$ cat src/rtl/lvl_seq_pkg.sv
package lvl_seq_pkg;

   typedef enum logic [3:0] {
      UOP_IDLE       = 4'd0,
      UOP_PRESET     = 4'd1,
      UOP_WR_DATA    = 4'd2,
      UOP_WR_SEL     = 4'd3,
      UOP_NOR_A      = 4'd4,
      UOP_NOR_B      = 4'd5,
      UOP_NOT        = 4'd6,
      UOP_READ       = 4'd7,
      UOP_STORE      = 4'd8,
      UOP_INV_PRESET = 4'd9,
      UOP_INV_LOAD   = 4'd10,
      UOP_INV_EVAL   = 4'd11
   } uop_e;

   localparam int MUX_STEPS = 8;
   localparam int INV_STEPS = 3;

endpackage

$ cat src/rtl/lvl_desc_table.sv
module lvl_desc_table #(
   parameter int MAX_LEVELS = 8,
   parameter int LVL_W      = 3,
   parameter int MCNT_W     = 3,
   parameter int ICNT_W     = 3
) (
   input  logic              clk,
   input  logic              rst_n,
   input  logic              wr_en,
   input  logic [LVL_W-1:0]  wr_level,
   input  logic [MCNT_W-1:0] wr_mux,
   input  logic [ICNT_W-1:0] wr_inv,
   input  logic [LVL_W-1:0]  rd_level,
   output logic [MCNT_W-1:0] rd_mux,
   output logic [ICNT_W-1:0] rd_inv,
   input  logic [LVL_W:0]    lim,
   output logic [MAX_LEVELS-1:0] live
);

   logic [MCNT_W-1:0] mux_flat [MAX_LEVELS];
   logic [ICNT_W-1:0] inv_flat [MAX_LEVELS];

   for (genvar e = 0; e < MAX_LEVELS; e++) begin : g_ent
      logic [MCNT_W-1:0] mux_q;
      logic [ICNT_W-1:0] inv_q;

      always_ff @(posedge clk or negedge rst_n) begin
         if (!rst_n) begin
            mux_q <= '0;
            inv_q <= '0;
         end else if (wr_en && (wr_level == LVL_W'(e))) begin
            mux_q <= wr_mux;
            inv_q <= wr_inv;
         end
      end

      assign mux_flat[e] = mux_q;
      assign inv_flat[e] = inv_q;
      assign live[e] = ((mux_q != '0) || (inv_q != '0)) &&
                       ((LVL_W+1)'(e) < lim);
   end

   assign rd_mux = mux_flat[rd_level];
   assign rd_inv = inv_flat[rd_level];

endmodule

$ cat src/rtl/lvl_next_find.sv
module lvl_next_find #(
   parameter int MAX_LEVELS = 8,
   parameter int LVL_W      = 3
) (
   input  logic [MAX_LEVELS-1:0] live,
   input  logic [LVL_W:0]        from,
   output logic                  found,
   output logic [LVL_W-1:0]      idx
);

   always_comb begin
      found = 1'b0;
      idx   = '0;
      for (int i = MAX_LEVELS - 1; i >= 0; i--) begin
         if (live[i] && ((LVL_W+1)'(i) >= from)) begin
            found = 1'b1;
            idx   = LVL_W'(i);
         end
      end
   end

endmodule

$ cat src/rtl/lvl_step_decode.sv
module lvl_step_decode
   import lvl_seq_pkg::*;
#(
   parameter int NUM_SLICES = 4,
   parameter int NUM_INV    = 4,
   parameter int MCNT_W     = 3,
   parameter int ICNT_W     = 3
) (
   input  logic                  active,
   input  logic [2:0]            step,
   input  logic [MCNT_W-1:0]     mux_cnt,
   input  logic [ICNT_W-1:0]     inv_cnt,
   output uop_e                  uop,
   output logic [NUM_SLICES-1:0] slice_en,
   output logic [NUM_INV-1:0]    inv_en,
   output logic [NUM_SLICES-1:0] buf_we,
   output logic [NUM_INV-1:0]    buf_inv_we,
   output logic                  step_last
);

   logic [NUM_SLICES-1:0] m_th;
   logic [NUM_INV-1:0]    i_th;
   logic                  is_mux;

   for (genvar s = 0; s < NUM_SLICES; s++) begin : g_mth
      assign m_th[s] = (mux_cnt > MCNT_W'(s));
   end
   for (genvar v = 0; v < NUM_INV; v++) begin : g_ith
      assign i_th[v] = (inv_cnt > ICNT_W'(v));
   end

   assign is_mux    = (mux_cnt != '0);
   assign step_last = is_mux ? (step == 3'(MUX_STEPS - 1))
                             : (step == 3'(INV_STEPS - 1));

   always_comb begin
      uop        = UOP_IDLE;
      slice_en   = '0;
      inv_en     = '0;
      buf_we     = '0;
      buf_inv_we = '0;
      if (active) begin
         if (is_mux) begin
            slice_en = m_th;
            case (step)
               3'd0: uop = UOP_PRESET;
               3'd1: uop = UOP_WR_DATA;
               3'd2: begin
                  uop    = UOP_WR_SEL;
                  inv_en = i_th;
               end
               3'd3: uop = UOP_NOR_A;
               3'd4: uop = UOP_NOR_B;
               3'd5: uop = UOP_NOT;
               3'd6: uop = UOP_READ;
               default: begin
                  uop        = UOP_STORE;
                  buf_we     = m_th;
                  buf_inv_we = i_th;
               end
            endcase
         end else begin
            inv_en = i_th;
            case (step)
               3'd0:    uop = UOP_INV_PRESET;
               3'd1:    uop = UOP_INV_LOAD;
               default: begin
                  uop        = UOP_INV_EVAL;
                  buf_inv_we = i_th;
               end
            endcase
         end
      end
   end

endmodule

$ cat src/rtl/lvl_uop_sequencer.sv
module lvl_uop_sequencer
   import lvl_seq_pkg::*;
#(
   parameter int NUM_SLICES = 4,
   parameter int NUM_INV    = 4,
   parameter int MAX_LEVELS = 8,
   parameter int CNT_W      = 16,
   localparam int LVL_W     = (MAX_LEVELS > 1) ? $clog2(MAX_LEVELS) : 1,
   localparam int MCNT_W    = $clog2(NUM_SLICES + 1),
   localparam int ICNT_W    = $clog2(NUM_INV + 1)
) (
   input  logic                  clk,
   input  logic                  rst_n,
   input  logic                  tbl_we,
   input  logic [LVL_W-1:0]      tbl_level,
   input  logic [MCNT_W-1:0]     tbl_mux_cnt,
   input  logic [ICNT_W-1:0]     tbl_inv_cnt,
   input  logic [LVL_W:0]        level_count,
   input  logic                  start,
   output logic [3:0]            uop,
   output logic [NUM_SLICES-1:0] slice_en,
   output logic [NUM_INV-1:0]    inv_en,
   output logic [NUM_SLICES-1:0] buf_we,
   output logic [NUM_INV-1:0]    buf_inv_we,
   output logic [LVL_W-1:0]      buf_level,
   output logic                  busy,
   output logic                  done,
   output logic [CNT_W-1:0]      cycle_count
);

   if (NUM_SLICES < 1) begin : g_bad_slices
      $error("NUM_SLICES must be at least 1");
   end
   if (NUM_INV < 1) begin : g_bad_inv
      $error("NUM_INV must be at least 1");
   end
   if (MAX_LEVELS < 2) begin : g_bad_levels
      $error("MAX_LEVELS must be at least 2");
   end
   if (CNT_W < 4) begin : g_bad_cnt
      $error("CNT_W must be at least 4");
   end

   logic [LVL_W-1:0]      cur_q;
   logic [2:0]            step_q;
   logic [LVL_W:0]        lim_q;
   logic                  busy_q;
   logic                  done_q;
   logic [CNT_W-1:0]      cnt_q;

   logic [MCNT_W-1:0]     cur_mux;
   logic [ICNT_W-1:0]     cur_inv;
   logic [MAX_LEVELS-1:0] live;
   logic [LVL_W:0]        find_from;
   logic [LVL_W:0]        find_lim;
   logic                  nxt_found;
   logic [LVL_W-1:0]      nxt_idx;
   logic                  step_last;
   uop_e                  uop_w;

   assign find_lim  = busy_q ? lim_q : level_count;
   assign find_from = busy_q ? ({1'b0, cur_q} + 1'b1) : '0;

   lvl_desc_table #(
      .MAX_LEVELS (MAX_LEVELS),
      .LVL_W      (LVL_W),
      .MCNT_W     (MCNT_W),
      .ICNT_W     (ICNT_W)
   ) table_i (
      .clk      (clk),
      .rst_n    (rst_n),
      .wr_en    (tbl_we),
      .wr_level (tbl_level),
      .wr_mux   (tbl_mux_cnt),
      .wr_inv   (tbl_inv_cnt),
      .rd_level (cur_q),
      .rd_mux   (cur_mux),
      .rd_inv   (cur_inv),
      .lim      (find_lim),
      .live     (live)
   );

   lvl_next_find #(
      .MAX_LEVELS (MAX_LEVELS),
      .LVL_W      (LVL_W)
   ) find_i (
      .live  (live),
      .from  (find_from),
      .found (nxt_found),
      .idx   (nxt_idx)
   );

   lvl_step_decode #(
      .NUM_SLICES (NUM_SLICES),
      .NUM_INV    (NUM_INV),
      .MCNT_W     (MCNT_W),
      .ICNT_W     (ICNT_W)
   ) dec_i (
      .active     (busy_q),
      .step       (step_q),
      .mux_cnt    (cur_mux),
      .inv_cnt    (cur_inv),
      .uop        (uop_w),
      .slice_en   (slice_en),
      .inv_en     (inv_en),
      .buf_we     (buf_we),
      .buf_inv_we (buf_inv_we),
      .step_last  (step_last)
   );

   always_ff @(posedge clk or negedge rst_n) begin
      if (!rst_n) begin
         cur_q  <= '0;
         step_q <= '0;
         lim_q  <= '0;
         busy_q <= 1'b0;
         done_q <= 1'b0;
         cnt_q  <= '0;
      end else if (!busy_q) begin
         if (start) begin
            lim_q  <= level_count;
            cnt_q  <= '0;
            step_q <= '0;
            if (nxt_found) begin
               busy_q <= 1'b1;
               done_q <= 1'b0;
               cur_q  <= nxt_idx;
            end else begin
               done_q <= 1'b1;
            end
         end
      end else begin
         cnt_q <= cnt_q + 1'b1;
         if (step_last) begin
            step_q <= '0;
            if (nxt_found) begin
               cur_q <= nxt_idx;
            end else begin
               busy_q <= 1'b0;
               done_q <= 1'b1;
            end
         end else begin
            step_q <= step_q + 3'd1;
         end
      end
   end

   assign uop         = uop_w;
   assign buf_level   = cur_q;
   assign busy        = busy_q;
   assign done        = done_q;
   assign cycle_count = cnt_q;

endmodule

$ cat config.mk
export PLATFORM = sky130hd
export DESIGN_NAME = lvl_uop_sequencer
export DESIGN_NICKNAME = d
export VERILOG_FILES = /design/src/rtl/lvl_seq_pkg.sv /design/src/rtl/lvl_desc_table.sv /design/src/rtl/lvl_next_find.sv /design/src/rtl/lvl_step_decode.sv /design/src/rtl/lvl_uop_sequencer.sv
export SDC_FILE = /design/constraint.sdc
export NUM_CORES = 1
export LEC_CHECK = 0
export ABC_AREA = 1
export ABC_CLOCK_PERIOD_IN_PS = 4650
export BUFFER_PORTS_ARGS = -buffer_cell sky130_fd_sc_hd__buf_2
export CAP_MARGIN = 5
export CORE_MARGIN = 1
export CORE_UTILIZATION = 40
export CTS_BUF_LIST = sky130_fd_sc_hd__clkbuf_16
export CTS_CLUSTER_DIAMETER = 30
export CTS_CLUSTER_SIZE = 28
export DETAILED_ROUTE_END_ITERATION = 10
export GPL_ROUTABILITY_DRIVEN = 0
export MAX_ROUTING_LAYER = met4
export PLACE_DENSITY = 0.65
export SKIP_CTS_REPAIR_TIMING = 1
export SYNTH_ARGS = -nofsm -noshare
export SYNTH_HDL_FRONTEND = slang
export SYNTH_HIERARCHICAL = 1
export SYNTH_SLANG_ARGS = --single-unit
$ cat constraint.sdc
create_clock -name clk -period 4.65 [get_ports clk]
set_input_delay 0.6975 -clock clk [delete_from_list [all_inputs] [get_ports clk]]
set_output_delay 0.6975 -clock clk [all_outputs]
set_load 0.01 [all_outputs]
---- Word-level counts from Yosys, hierarchy flattened ----
Cells that the tools add are included.
word-level totals
  output and inout port bits .............. 41
  input bits .............................. 17
  word-level logic and storage cells ...... 184
  flip-flop bits (word level) ............. 76
cells by class
  eq/ne operators ......................... 16
  reductions and logical operators ........ 57
  bitwise operators ....................... 2
  add/sub/neg operators ................... 3
  magnitude comparators ................... 25
  muxes and demuxes ....................... 59
operator list
  cell                                                                                 number
  4-bit two-way mux                                                                    16
  3-bit two-way mux                                                                    19
  3-bit nonzero test                                                                   17
  16-bit two-way mux                                                                   2
  4-bit case mux with 7 select lines                                                   1
  3-bit equality test (second input constant)                                          8
  1-bit logical AND                                                                    24
  3-bit binary-select mux with 3-bit select                                            2
  1-bit two-way mux                                                                    18
  16-bit by 1-bit adder with 16-bit output (second input constant)                     1
  3-bit by 4-bit greater-or-equal comparator with 1-bit output (first input constant)  4
  3-bit by 4-bit < comparator with 1-bit output (first input constant)                 4
  3-bit by 2-bit equality test with 1-bit output (second input constant)               4
  3-bit by 1-bit greater-than comparator with 1-bit output (second input constant)     4
  3-bit by 2-bit greater-than comparator with 1-bit output (second input constant)     4
  1-bit by 4-bit greater-or-equal comparator with 1-bit output (first input constant)  2
  2-bit by 4-bit greater-or-equal comparator with 1-bit output (first input constant)  2
  1-bit logical OR                                                                     8
  1-bit by 4-bit < comparator with 1-bit output (first input constant)                 2
  2-bit by 4-bit < comparator with 1-bit output (first input constant)                 2
  7-bit OR reduction                                                                   1
  3-bit by 1-bit equality test with 1-bit output (second input constant)               2
  3-bit zero test                                                                      2
  3-bit by 1-bit adder with 4-bit output (second input constant)                       1
  other kinds (11)                                                                     12

---- Logic depth before layout (Yosys ltp) ----
Gate-level depths: netlist of the first run.
  depth after elaboration ................. 15
  mapped depth ............................ 18
  depth with buffers taken out ............ 16

---- Modules after synthesis ----
The synthesis of the first run kept the hierarchy.
by module, submodules not included
  module             times used  area each (um^2)  cells an instance  seq. area each (um^2)
  lvl_desc_table     1           2657.5            376                1201.2
  lvl_uop_sequencer  1           1507.7            194                700.7
  lvl_step_decode    1           281.5             65                 0.0
  lvl_next_find      1           203.9             42                 0.0

---- Worst setup path after synthesis of the first run ----
Ideal clock, no wire load.
  path type ............................... flip-flop to output port
  start ................................... register cur_q[0] (netlist: buf_level[0])
  end ..................................... output port uop[1]
  setup slack ............................. 2.258 ns
  buffers on the path ..................... 2
  data required time ...................... 3.953 ns
  arrival ................................. 1.695 ns
  cell stages (with the launch flop) ...... 14
  path through ............................ dfrtp_1 -> buf_4 -> inv_2 -> buf_4 -> nand2_1 -> nand3_1 -> nand2_1 -> nand2_1 -> nand2_1 -> nor2_2 -> nand2_2 -> inv_1 -> nor2_1 -> nor2_1
between the ends
  longest elaborated chain between the ends .. 7
ends and longest elaborated chain
  element                                                line                      RTL
  start, declared                                        lvl_uop_sequencer.sv:44   logic [LVL_W-1:0] cur_q;
  start signal, assigned                                 lvl_uop_sequencer.sv:127  cur_q <= nxt_idx;
  start signal, assigned                                 lvl_uop_sequencer.sv:137  cur_q <= nxt_idx;
  3-bit NOT with 4-bit output (implied by the code)      lvl_desc_table.sv:43      assign rd_mux = mux_flat[rd_level];
  3-bit binary-select mux with 3-bit select              lvl_desc_table.sv:43
  3-bit two-way mux (implied by the code) (2 in series)  lvl_desc_table.sv:43
  named net cur_mux[2]                                   lvl_uop_sequencer.sv:51   logic [MCNT_W-1:0] cur_mux;
  3-bit nonzero test                                     lvl_step_decode.sv:32     assign is_mux = (mux_cnt != '0);
  4-bit two-way mux                                      lvl_step_decode.sv:43     if (is_mux) begin
  4-bit two-way mux                                      lvl_step_decode.sv:42     if (active) begin
  end, declared                                          lvl_uop_sequencer.sv:20   output logic [3:0] uop,
The timed path passes the listed nets, and every way through them passes these cells. The select of a mux whose other input is x is not followed.

---- Worst setup path after layout of the first run ----
  start ................................... register cur_q[1] (netlist: buf_level[1])
  end ..................................... output port buf_inv_we[1]
between the ends
  elaborated cells between the ends (all ways) .. 13
  those cells by class .................... order compare: 1; mux: 10; bitwise: 1; reduce/logical: 1
RTL lines
  element                                                line                     RTL
  3-bit NOT with 4-bit output (implied by the code)      lvl_desc_table.sv:43
  3-bit binary-select mux with 3-bit select              lvl_desc_table.sv:43
  3-bit two-way mux (implied by the code) (2 in series)  lvl_desc_table.sv:43
  named net cur_mux[2]                                   lvl_uop_sequencer.sv:51
  3-bit nonzero test                                     lvl_step_decode.sv:32
  4-bit two-way mux                                      lvl_step_decode.sv:43
  4-bit two-way mux                                      lvl_step_decode.sv:42
  end, declared                                          lvl_uop_sequencer.sv:24  output logic [NUM_INV-1:0] buf_inv_we,
The timed path passes the listed nets, and every way through them passes these cells. The select of a mux whose other input is x is not followed.

==> results of run 1 <==
## kinds of logic after synthesis
family	count (synthesis)	share of synthesized area, %
AND/OR/NAND/NOR	369	34.3
flip-flops	76	40.9
AO/OA/AOI/OAI	91	11.1
buffers and inverters	137	12.7
XOR/XNOR	1	0.188
adder cells (fa/ha/maj)	3	0.807
## worst max path at each step
stage	end	slack (ns)	cells after the start
2_1_floorplan	uop[1]	2.26	13
3_3_place_gp	buf_inv_we[0]	1.96	10
3_5_place_dp	inv_en[2]	1.89	11
4_1_cts	inv_en[2]	1.50	11
5_1_grt	uop[1]	1.17	12
6_report	buf_inv_we[1]	1.46	10
## power by group
group	internal [mW]	switching [mW]	leakage (nW)
Sequential	0.858	0.201	0.957
Clock	0.403	0.261	0.144
Combinational	0.761	1.34	1.79
## state kept, by name (all words and copies together), names as in the netlist
signal	flops
table_i/g_ent.inv_q	24
busy	1
cycle_count	16
lim_q	4
buf_level	3
table_i/g_ent.mux_q	24
done	1
step_q	3
## cell type report
cell class	count	area share (%)
multi-input combinational	464	41.0
sequential	76	36.1
inverter	119	8.52
timing repair buffer	60	5.84
clock buffer	9	4.27
tap	143	3.40
clock inverter	5	0.902
## cell usage after synthesis (all sizes together)
| library cell | n | area (um2) |
|---|---|---|
| a21oi | 7 | 57.6 |
| a22o | 3 | 26.3 |
| buf | 18 | 140 |
| dfrtp | 76 | 1900 |
| ha | 3 | 37.5 |
| inv | 119 | 449 |
| nand2 | 226 | 866 |
| nand3 | 62 | 325 |
| nand4 | 1 | 6.26 |
| nor2 | 65 | 308 |
| nor3 | 12 | 71.3 |
| o21ai | 79 | 422 |
| o22ai | 2 | 12.5 |
| or2 | 3 | 18.8 |
| xnor2 | 1 | 8.76 |
## through the flow
step                worst slack (ns)  power, mW  cells
global route                    1.17       4.18    876
CTS                             1.50       3.85    876
finish                          1.46       3.82    876
global placement                1.96       3.11    862
floorplan                       2.26       2.61    677
detailed placement              1.89       3.17    862
## layer usage
layer	global-route usage [%]	up-vias	share of wire (%)
met2	34.2	88	49
li1	-	2193	-
met5	-	-	0
met1	25.5	1987	45
met3	4.09	14	4.3
met4	7.71	0	1.7
## layout by cell type (no fill, tap or decap), types with 7 or more instances in the layout
cell type,instances
buf_2,57
clkbuf_16,9
dfrtp_1,76
inv_1,109
inv_2,11
nand2_1,219
nand2_2,7
nand3_1,59
nor2_1,53
nor2_2,7
nor3_1,11
o21ai_0,36
o21ai_1,36
o21ai_2,7
## worst reg2reg max path: stages (launching register included)
cell     delay, ns
dfrtp_1       0.72
inv_1         0.33
nand3_1       0.16
nand2_1       0.07
nand2_1       0.06
nand2_1       0.10
nor2_2        0.18
nand2_2       0.13
nand2_2       0.09
inv_1         0.06
a21oi_2       0.15
nor2_4        0.07
inv_1         0.08
nand3_2       0.11
nand2_1       0.08
o21ai_1       0.07
==> impl_metrics.env, run 1 <==
export IMPL_cpMostUsedCell="nand2_1"
export IMPL_first_pass_iters=8
export IMPL_slowest_stage="dfrtp_1"
export IMPL_rr_worst_depth=15
export IMPL_critPathLaunchType="flip-flop"
export IMPL_core_area_um2=11400
export IMPL_synth_distinct_cells=30
export IMPL_tightest_slew_ns=1.03
export IMPL_syn_nets=697
export IMPL_final_setup_viol_count=0
export IMPL_finalCritPeriodShare_pct=68.7
export IMPL_worst_setup_path_end_kind="output port"
export IMPL_synth_cells=677
export IMPL_path_max_fanout=17
export IMPL_postRouteAntennaNets=0
export IMPL_worstPathArrival_ns=2.50
export IMPL_ys_ff_latch=76
export IMPL_initial_core_util_pct=40.9
export IMPL_maxCapViolCount=0
export IMPL_diodes=0
export IMPL_layout_area_overhead_vs_synth_pct=13.3
export IMPL_violations="design-rule violations"
export IMPL_path_delay_family="simple AND/OR/NAND/NOR gates"
export IMPL_clk_path_buf_depth=2
export IMPL_synth_area_um2=4650
export IMPL_htreeDepth=3
export IMPL_num_nets_final=750
export IMPL_hp_start="table_i/g_ent[4].mux_q[1]$_DFFE_PN0P_"
export IMPL_antenna_found_initial=0
export IMPL_holdPathEnd="table_i/g_ent[4].mux_q[1]$_DFFE_PN0P_"
export IMPL_grt_pass1_wl_um=18600
export IMPL_ir_worst_vdd_mv=0.362
export IMPL_fill_cells=1163
export IMPL_fin_hold_ws_ns=0.484
export IMPL_gr_total_overflow=0
export IMPL_die_area_um2=12100
export IMPL_die_h_um=110
export IMPL_drive_above_1_share_pct=16.4
export IMPL_worstSkewPairLatency_ns=0.34
export IMPL_timing_rr_start="buf_level[1]$_DFFE_PN0P_"
export IMPL_io_pins=58
export IMPL_ff_latch_area_um2=1900
export IMPL_drt_drc_violations_left=2
export IMPL_critPathBufInv=2
export IMPL_viasPerCell=4.89
export IMPL_tritoncts="yes"
export IMPL_ys_warn_count=6
export IMPL_holdPathStages=2
export IMPL_hold_violations=0
export IMPL_drv_slew=0
export IMPL_cts_made_buffers=9
export IMPL_post_drt_wl_per_cell_um=13.0
export IMPL_path_cells="inv_1 > nand3_1 > nand2_1 > nand2_1 > nand2_1 > nor2_2 > nand2_2 > o21ai_2 > nor2_1 > buf_2"
export IMPL_holdCritPathClass="reg -> reg"
export IMPL_setup_tns_ns=0
export IMPL_startpoint="buf_level[1]$_DFFE_PN0P_"
export IMPL_place_hpwl_um=8490
export IMPL_power_density_nw_per_um2=725
export IMPL_final_area_um2=5270
export IMPL_worstSetupPathType="reg -> out"
export IMPL_port_buffers=57
export IMPL_drtIter0Drc=285
export IMPL_multi_input_area_um2=2160
export IMPL_grt_pass1_vias=3904
export IMPL_die_x_um=110
export IMPL_synth_avg_cell_area_um2=6.87
export IMPL_clock_fmax_mhz=313
export IMPL_grt_max_degree=47
export IMPL_period_minus_slack_ns=3.19
export IMPL_r2r_end="buf_level[1]$_DFFE_PN0P_"
export IMPL_track_usage_pct=20.9
export IMPL_finalClockSkew_ns=0.00347
export IMPL_cp_required_ns=3.95
export IMPL_cts_sinks=76
export IMPL_critPathMaxStageDelay_ns=0.72
export IMPL_leakage_nw=2.89
export IMPL_placed_area_um2=5000
export IMPL_routed_wl_um=11400
export IMPL_final_util_pct=46.4
export IMPL_worst_r2r_setup_slack_ns=2.07
export IMPL_synth_yosys_seq_area_share_pct=40.9
export IMPL_num_rows=39
export IMPL_cts_root_buffer="clkbuf_16"
export IMPL_run_status="finished with violations"
export IMPL_rsz0062_at_grt="false"
export IMPL_vias=4282
export IMPL_path_clk_slew_ns=0.06
export IMPL_maxSlewHeadroom_pct=31.7
No activity file was read; power rests on OpenSTA's default activity.
==> run 2, diff against run 1 <==
ABC_CLOCK_PERIOD_IN_PS = 2600   (was 4650)
PLACE_DENSITY = 0.67   (was 0.65)
clock period = 2.6 ns   (was 4.65 ns; I/O delays follow)
==> impl_metrics.env, run 2 (synthesis gave the netlist of run 1 again) <==
export IMPL_clk_path_buf_depth=2
export IMPL_multi_input_area_um2=2170
export IMPL_grt_pass1_vias=4113
export IMPL_rsz0062_at_grt="false"
export IMPL_vias=4424
export IMPL_maxCapViolCount=0
export IMPL_drive_above_1_share_pct=18.2
export IMPL_cts_root_buffer="clkbuf_16"
export IMPL_maxSlewHeadroom_pct=62.5
export IMPL_timing_rr_start="busy$_DFF_PN0_"
export IMPL_ff_latch_area_um2=1900
export IMPL_num_rows=39
export IMPL_slowest_stage="dfrtp_2"
export IMPL_r2r_end="buf_level[2]$_DFFE_PN0P_"
export IMPL_cp_required_ns=2.21
export IMPL_first_pass_iters=5
export IMPL_clock_fmax_mhz=409
export IMPL_cts_made_buffers=9
export IMPL_hold_violations=0
export IMPL_worst_setup_path_end_kind="output port"
export IMPL_path_cells="clkbuf_16 > nand2_1 > nand3_1 > nand2_1 > nand2_1 > nand2_1 > nor2_4 > nand2_4 > inv_1 > nand2_1 > nand2_1 > nor2_1 > buf_2"
export IMPL_finalClockSkew_ns=0.00525
export IMPL_path_delay_family="simple AND/OR/NAND/NOR gates"
export IMPL_io_pins=58
export IMPL_track_usage_pct=21.5
export IMPL_cpMostUsedCell="nand2_1"
export IMPL_viasPerCell=4.99
export IMPL_port_buffers=57
export IMPL_layout_cells_non_filler=886
export IMPL_final_setup_viol_count=0
export IMPL_place_hpwl_um=8640
export IMPL_run_status="finished, final reports clean"
export IMPL_gr_total_overflow=0
export IMPL_drt_drc_violations_left=0
export IMPL_initial_core_util_pct=40.9
export IMPL_grt_max_degree=31
export IMPL_antenna_found_initial=0
export IMPL_setup_tns_ns=0
export IMPL_tightest_slew_ns=0.563
export IMPL_num_nets_final=758
export IMPL_leakage_nw=2.97
export IMPL_fill_cells=1148
export IMPL_die_h_um=110
export IMPL_worstSetupPathType="reg -> out"
export IMPL_worst_r2r_setup_slack_ns=0.38
export IMPL_postRouteAntennaNets=0
export IMPL_finalCritPeriodShare_pct=94.1
export IMPL_period_minus_slack_ns=2.45
export IMPL_diodes=0
export IMPL_path_max_fanout=7
export IMPL_tritoncts="yes"
export IMPL_cts_sinks=76
export IMPL_ir_worst_vdd_mv=0.614
export IMPL_die_x_um=110
export IMPL_power_density_nw_per_um2=1340
export IMPL_critPathLaunchType="flip-flop"
export IMPL_drtIter0Drc=371
export IMPL_routed_wl_um=11700
export IMPL_worstSkewPairLatency_ns=0.34
export IMPL_htreeDepth=3
export IMPL_core_area_um2=11400
export IMPL_placed_cells=865
export IMPL_layout_common_cells="nand2_1 (218), inv_1 (106), dfrtp_1 (74), nand3_1 (59), buf_2 (57)"
export IMPL_path_clk_slew_ns=0.06
export IMPL_layout_area_overhead_vs_synth_pct=17.6
export IMPL_drv_slew=0
export IMPL_layout_commonest_cell="nand2_1"
export IMPL_rr_worst_depth=13
export IMPL_holdCritPathClass="in -> async"
export IMPL_critPathBufInv=3
export IMPL_worstPathArrival_ns=2.06
export IMPL_critPathMaxStageDelay_ns=0.54
export IMPL_post_drt_wl_per_cell_um=13.2
export IMPL_die_area_um2=12100
export IMPL_grt_pass1_wl_um=19400
run 2: cell types whose count changed in the layout (fill, tap and decap cells not counted), moves of 2 or more:
| cell | before | now |
|---|---|---|
| clkinvlp_4 | 0 | 2 |
| clkbuf_16 | 9 | 11 |
| buf_4 | 3 | 8 |
| bufinv_16 | 1 | 3 |
| inv_1 | 109 | 106 |
| dfrtp_2 | 0 | 2 |
| dfrtp_1 | 76 | 74 |
run 2: routing by layer:
| layer | share of wire [%] | GRT usage, % | wire length, um | vias up |
|---|---|---|---|---|
| li1 | - | - | - | 2219 |
| met1 | 45 | 26.6 | 5260 | 2069 |
| met2 | 48 | 35.3 | 5650 | 122 |
| met3 | 5.1 | 4.33 | 600 | 14 |
| met4 | 1.3 | 6.67 | 153 | 0 |
| met5 | 0 | - | 0 | - |
run 2: cell type report:
cell class | instances | share of cell area, %
clock buffers | 9 | 4.12
well taps | 143 | 3.27
flip-flops and latches | 76 | 34.8
repair buffers | 68 | 7.59
multi-input cells | 464 | 39.7
inverters | 119 | 8.42
clock inverters | 7 | 2.10
run 2: worst max-delay path by stage:
| stage | start | to | slack [ns] | depth (start not counted) |
|---|---|---|---|---|
| 2_1_floorplan | busy$_DFF_PN0_ | buf_level[2]$_DFFE_PN0P_ | 0.35 | 15 |
| 3_3_place_gp | level_count[1] | busy$_DFF_PN0_ | 0.39 | 14 |
| 3_5_place_dp | buf_level[0]$_DFFE_PN0P_ | buf_level[2]$_DFFE_PN0P_ | 0.34 | 16 |
| 4_1_cts | buf_level[0]$_DFFE_PN0P_ | uop[1] | 0.02 | 13 |
| 5_1_grt | buf_level[0]$_DFFE_PN0P_ | buf_inv_we[3] | 0.02 | 12 |
| 6_report | buf_level[0]$_DFFE_PN0P_ | uop[1] | 0.15 | 13 |
run 2: worst register-to-register path, cell delays in order (launching register included):
cell and delay (ns):
dfrtp_1 0.46, o21ai_0 0.33, or2_0 0.31, o21ai_0 0.16, nor2_1 0.11, inv_1 0.04, nor2_1 0.08, nand2_1 0.09
nand2_1 0.09, nor2_2 0.04, nand2_1 0.10, nand3_2 0.14, nand2_1 0.09, o21ai_1 0.07
run 2: where the power goes:
part	switching, mW	internal [mW]	total, mW
combinational	2.46	1.51	3.97
clock	0.495	0.934	1.43
sequential	0.374	1.54	1.91
total	3.33	3.98	7.31
run 2: stage by stage:
step	utilization, %	power, mW	area (um2)	worst slack (ns)	hold WS (ns)
6_report	48.1	7.31	5470	0.154	0.0415
4_1_cts	47.1	7.16	5360	0.0198	0.0612
5_1_grt	48.1	8.00	5470	0.0183	0.0820
3_5_place_dp	44.2	5.71	5020	0.337	0.420
2_1_floorplan	-	4.66	4650	0.351	0.0944
3_3_place_gp	44.2	5.60	5020	0.386	0.405
